`config.mk`:
```
export PLATFORM = sky130hd
export DESIGN_NAME = clksw_ctrl
export DESIGN_NICKNAME = d
export VERILOG_FILES = /design/src/rtl/clksw_pkg.sv /design/src/rtl/clksw_src_qual.sv /design/src/rtl/clksw_fail_mon.sv /design/src/rtl/clksw_ctrl.sv
export SDC_FILE = /design/constraint.sdc
export NUM_CORES = 1
export LEC_CHECK = 0
export BUFFER_PORTS_ARGS = -buffer_cell sky130_fd_sc_hd__buf_2
export CAP_MARGIN = 20
export CORE_MARGIN = 1.5
export CORE_UTILIZATION = 49
export CTS_BUF_LIST = sky130_fd_sc_hd__clkbuf_16
export DETAILED_ROUTE_END_ITERATION = 6
export HOLD_SLACK_MARGIN = 0.05
export PLACE_DENSITY = 0.84
export SYNTH_ARGS = -nofsm -noshare
export SYNTH_HDL_FRONTEND = slang
export SYNTH_SLANG_ARGS = --single-unit
```
`constraint.sdc`:
```
create_clock -name clk -period 2.69 [get_ports clk]
set_input_delay 0.538 -clock clk [delete_from_list [all_inputs] [get_ports clk]]
set_output_delay 0.538 -clock clk [all_outputs]
set_load 0.02 [all_outputs]
```
`src/rtl/clksw_pkg.sv`:
```
package clksw_pkg;

  localparam int CODE_FRC     = 0;
  localparam int CODE_FRC_PLL = 1;
  localparam int CODE_PRI     = 2;
  localparam int CODE_PRI_PLL = 3;
  localparam logic [1:0] PRI_OFF = 2'b11;

  // sources fed through the PLL
  function automatic logic via_pll(input int code);
    return (code == CODE_FRC_PLL) || (code == CODE_PRI_PLL);
  endfunction

  // sources built on the primary oscillator
  function automatic logic via_primary(input int code);
    return (code == CODE_PRI) || (code == CODE_PRI_PLL);
  endfunction

endpackage

```
`src/rtl/clksw_src_qual.sv`:
```
module clksw_src_qual
  import clksw_pkg::*;
#(
  parameter int CODE = 0
) (
  input  logic       raw_ready,
  input  logic       pll_locked,
  input  logic       lock_wait,
  input  logic [1:0] pri_mode,
  output logic       usable
);

  always_comb begin
    usable = raw_ready;
    if (via_primary(CODE) && pri_mode == PRI_OFF) usable = 1'b0;
    if (via_pll(CODE) && lock_wait && !pll_locked) usable = 1'b0;
  end

endmodule

```
`src/rtl/clksw_fail_mon.sv`:
```
module clksw_fail_mon #(
  parameter int LIM = 8
) (
  input  logic clk,
  input  logic rst,
  input  logic enable,
  input  logic active_ready,
  output logic trip
);

  localparam int CNT_W = $clog2(LIM + 1);

  logic [CNT_W-1:0] low_cnt;

  assign trip = enable && !active_ready && (low_cnt == CNT_W'(LIM));

  always_ff @(posedge clk) begin
    if (rst || !enable || active_ready || trip) low_cnt <= '0;
    else                                         low_cnt <= low_cnt + 1'b1;
  end

  // a disabled monitor must never count
  assert_idle_when_off_R10: assert property (@(posedge clk) disable iff (rst)
    !enable |=> low_cnt == '0);

endmodule

```
`src/rtl/clksw_ctrl.sv`:
```
module clksw_ctrl
  import clksw_pkg::*;
#(
  parameter int SRC_W    = 3,
  parameter int FAIL_LIM = 8
) (
  input  logic                   clk,
  input  logic                   rst,
  input  logic [SRC_W-1:0]       cfg_init_src,
  input  logic                   cfg_two_speed,
  input  logic [1:0]             cfg_sw_mode,
  input  logic                   cfg_lock_wait,
  input  logic [1:0]             cfg_pri_mode,
  input  logic [(1<<SRC_W)-1:0]  src_ready,
  input  logic                   pll_locked,
  input  logic                   sw_req,
  input  logic [SRC_W-1:0]       sw_target,
  output logic [(1<<SRC_W)-1:0]  clk_sel,
  output logic [SRC_W-1:0]       active_src,
  output logic                   switch_pending,
  output logic                   req_rejected,
  output logic                   clk_fail
);

  localparam int NSRC = 1 << SRC_W;
  localparam logic [NSRC-1:0] SEL_ONE = {{(NSRC-1){1'b0}}, 1'b1};

  logic [NSRC-1:0]  ok_vec;
  logic [SRC_W-1:0] cur_q, tgt_q, nxt_cur, nxt_tgt;
  logic             pend_q, rej_q, fail_q, run_q;
  logic             nxt_pend, nxt_rej, nxt_fail;
  logic             trip, mon_en, req_ok;

  for (genvar i = 0; i < NSRC; i++) begin : g_qual
    clksw_src_qual #(.CODE(i)) u_qual (
      .raw_ready (src_ready[i]),
      .pll_locked(pll_locked),
      .lock_wait (cfg_lock_wait),
      .pri_mode  (cfg_pri_mode),
      .usable    (ok_vec[i])
    );
  end

  assign mon_en = (cfg_sw_mode == 2'b00);

  clksw_fail_mon #(.LIM(FAIL_LIM)) u_mon (
    .clk         (clk),
    .rst         (rst),
    .enable      (mon_en),
    .active_ready(src_ready[cur_q]),
    .trip        (trip)
  );

  assign req_ok = sw_req && !cfg_sw_mode[1];

  always_comb begin
    nxt_cur  = cur_q;
    nxt_tgt  = tgt_q;
    nxt_pend = pend_q;
    nxt_rej  = rej_q || (sw_req && cfg_sw_mode[1]);
    nxt_fail = fail_q;
    if (trip) begin
      nxt_cur  = '0;
      nxt_pend = 1'b0;
      nxt_fail = 1'b1;
    end else if (req_ok) begin
      nxt_tgt  = sw_target;
      nxt_pend = 1'b1;
    end else if (pend_q && ok_vec[tgt_q]) begin
      nxt_cur  = tgt_q;
      nxt_pend = 1'b0;
    end
  end

  always_ff @(posedge clk) begin
    if (rst) begin
      cur_q   <= cfg_two_speed ? '0 : cfg_init_src;
      clk_sel <= cfg_two_speed ? SEL_ONE : (SEL_ONE << cfg_init_src);
      tgt_q   <= cfg_init_src;
      pend_q  <= cfg_two_speed;
      rej_q   <= 1'b0;
      fail_q  <= 1'b0;
      run_q   <= 1'b0;
    end else begin
      cur_q   <= nxt_cur;
      clk_sel <= SEL_ONE << nxt_cur;
      tgt_q   <= nxt_tgt;
      pend_q  <= nxt_pend;
      rej_q   <= nxt_rej;
      fail_q  <= nxt_fail;
      run_q   <= 1'b1;
    end
  end

  assign active_src     = cur_q;
  assign switch_pending = pend_q;
  assign req_rejected   = rej_q;
  assign clk_fail       = fail_q;

  assert_sel_onehot_R4: assert property (@(posedge clk) disable iff (rst)
    $onehot(clk_sel) && clk_sel[cur_q]);

  assert_switch_when_usable_R4: assert property (@(posedge clk) disable iff (rst)
    (run_q && cur_q != $past(cur_q) && !$past(trip)) |->
      (cur_q == $past(tgt_q)) && $past(ok_vec[tgt_q]));

  assert_request_taken_R5: assert property (@(posedge clk) disable iff (rst)
    (req_ok && !trip) |=> switch_pending);

  assert_request_refused_R6: assert property (@(posedge clk) disable iff (rst)
    (sw_req && cfg_sw_mode[1]) |=> req_rejected);

  assert_lock_hold_R7: assert property (@(posedge clk) disable iff (rst)
    (pend_q && via_pll(int'(tgt_q)) && cfg_lock_wait && !pll_locked && !trip)
      |=> cur_q == $past(cur_q));

  assert_fallback_R9: assert property (@(posedge clk) disable iff (rst)
    trip |=> clk_fail && active_src == '0 && !switch_pending);

  assert_no_fail_off_R10: assert property (@(posedge clk) disable iff (rst)
    (!fail_q && !mon_en) |=> !clk_fail);

endmodule

```
==> results.toml <==
[status]
status = "complete, no violations"

[setup_path]
crit_slowest_cell = "edfxtp_1"
critPathCaptureType = "flip-flop"
cp_data_required_time_ps = 2790
crit_arrival_ps = 2410
worst_r2r_endpoint = "clk_sel[4]"
path_cells = "mux2i_1 > a311o_1 > mux2_4 > o211ai_1 > o32ai_1"
startpoint_type = "flip-flop"
crit_start = "tgt_q[0]"
path_class = "flip-flop to flip-flop"
r2r_setup_slack_ps = 380
cp-endpoint = "clk_sel[4]"
timing.reg2reg.worst_path_depth = 5
cp_max_fo = 10
rr_startpoint = "tgt_q[0]"
slowest_delay_ps = 540

[logic_synthesis]
async_reset_ff_share_pct = 0
synth_most_common_cell = "dfxtp_1"
synthCells = 125
synth_largest_area_cell = "dfxtp_1"
ys_seq_elements = 21
ys_seq_area_share_pct = 39.0
avgSynthCellArea_um2 = 9.45
yosys-top-cells-count = "dfxtp_1, nor2_1, nand2_1"
syn_nets = 151
synth_edf_count = 4
synthTopCellsByArea = "dfxtp_1, edfxtp_1, mux2_2"
synth_cell_types = 44
ys.flop_type = "dfxtp_1"
synth_area_um2 = 1180
netlist.area_leader.share_pct = 28.8
yosysWarnings = 0

[run]
max_cap_violations = 0

[sta]
fin_tns_setup_ps = 0
rsz0062_at_grt = "no"
finalCritPeriodShare_pct = 85.7
max_freq_mhz = 434
slew_headroom_pct = 61.4
tightestPinTransition_ps = 574
min_period_ps = 2310
holdWs_ps = 464
drv_slew = 0
skew_ps = 2.50
hold_viol = 0
setup_viol = 0

[floorplan]
initial_core_util_pct = 52.9
num_rows = 17
die_x_um = 52.1
core_um2 = 2230
dieArea_um2 = 2710
num_io_pins = 38
die_h_um = 52.1

[final_layout]
drive_above_1_share_pct = 31.7
nets = 188
final-instance-count-excl-fill = 189
syn_to_final_growth_pct = 22.8
diodes = 0

[clocking]
htreeDepth = 1
cts-hold-fix-buffers = 0
clkSinkCount = 21
numCtsBuffers = 3
insertion_delay_ps = 250
cts_tree = "yes"
cts_root_buffer = "clkbuf_16"
clkSlewWorstSetupHoldPaths_ps = 50
cts_buffer_depth = 2
ctsResizeCount = 0
post-cts-setup-buffer-count = 0

[routing]
num_vias = 1078
dr.pass1.iters = 4
drt_iter0_drc = 58
drc = 0
wire_per_inst_um = 14.7
vias_per_cell = 5.70
ant_nets = 0
wl_um = 2780

[worst_hold_path]
min-delay-path-class = "flip-flop to flip-flop"
worstHoldStart = "u_mon.low_cnt[0]"

[global_routing]
antenna_found_initial = 0
grt_pass1_vias = 1045
grt_pass1_wl_um = 4530
grt_use_total_pct = 23.2
grt_max_degree = 12
grt.overflow.total = 0

[placement]
dp.cells = 185
place.gp.congestion = 0.903
port_buffers = 37
hpwl_um = 2200

[power_and_ir_drop]
pwr_density_cell_nw_per_um2 = 610
ir_drop_uv = 540
p_leak_uw = 0.000658
## worst min path at each step
stage,endpoint,slack [ps],cells after the start
after detailed placement,clk_fail,450,1
after global routing,u_mon.low_cnt[0],490,1
after floorplan,u_mon.low_cnt[0],430,1
after global placement,u_mon.low_cnt[0],440,1
after CTS,clk_fail,470,1
final,u_mon.low_cnt[0],460,1
## worst max-delay path: cells and delay by family (launching register included)
family	cells	cell delay [ps]
DFF	1	540
muxes	2	530
AOI/OAI and AO/OA	3	1080
## sequential cells by signal (all words and copies together) (netlist names)
signal and cells:
active_src 3, tgt_q 3, req_rejected 1, clk_fail 1, switch_pending 1, u_mon.low_cnt 4
clk_sel 8
## power breakdown
part | switching [µW] | internal [µW] | leakage, µW
registers | 29.2 | 348 | 0.000179
logic | 110 | 93.4 | 0.000436
clock network | 106 | 198 | 0.0000423
total | 245 | 639 | 0.000658
## routing by layer
layer | up-vias | share of wire [%] | GRT usage, %
met1 | 498 | 38 | 24.5
li1 | 526 | - | -
met4 | 0 | 1.9 | 13.6
met5 | - | 0 | 0
met3 | 5 | 7.1 | 3.74
met2 | 49 | 53 | 42.6
## cell families (layout without fill, tap and decap cells)
logic type / after synthesis / in the layout / synth area share (%)
AO/OA/AOI/OAI: 27 / 27 / 16.7
XOR/XNOR: 2 / 2 / 1.48
adder cells (fa/ha/maj): 2 / 2 / 2.12
buffers and inverters: 12 / 48 / 4.77
flip-flops: 21 / 21 / 39.0
multiplexers: 16 / 16 / 14.8
AND/OR/NAND/NOR: 45 / 45 / 21.1
## metrics by stage
| stage | worst slack, ps | total power, µW | utilization [%] | area (µm²) |
|---|---|---|---|---|
| after floorplan | 489 | 522 | - | 1180 |
| after global placement | 460 | 577 | 61.4 | 1370 |
| after detailed placement | 403 | 585 | 61.4 | 1370 |
| after CTS | 410 | 889 | 64.9 | 1450 |
| after global routing | 281 | 926 | 64.9 | 1450 |
| final | 383 | 884 | 64.9 | 1450 |
## placed cells by master (no fill, tap or decap), drive strengths merged, types with 2 or more instances in the layout
cell type / count
a211oi: 2
nand2b: 2
mux2i: 7
edfxtp: 4
nand3: 2
ha: 2
o21ai: 3
o22ai: 6
nor2: 12
and2: 2
nor2b: 9
a31oi: 2
inv: 8
clkbuf: 3
nand2: 10
buf: 37
dfxtp: 17
mux2: 9
## cell type report
cell class	count	area (µm²)
Clock inverter	1	3.75
Multi-Input combinational cell	92	664
Sequential cell	21	460
Clock buffer	3	75.1
Inverter	7	26.3
Timing Repair Buffer	37	185
Tap cell	28	35.0
Fill cell	186	783
Power figures use the tool's default switching activity.
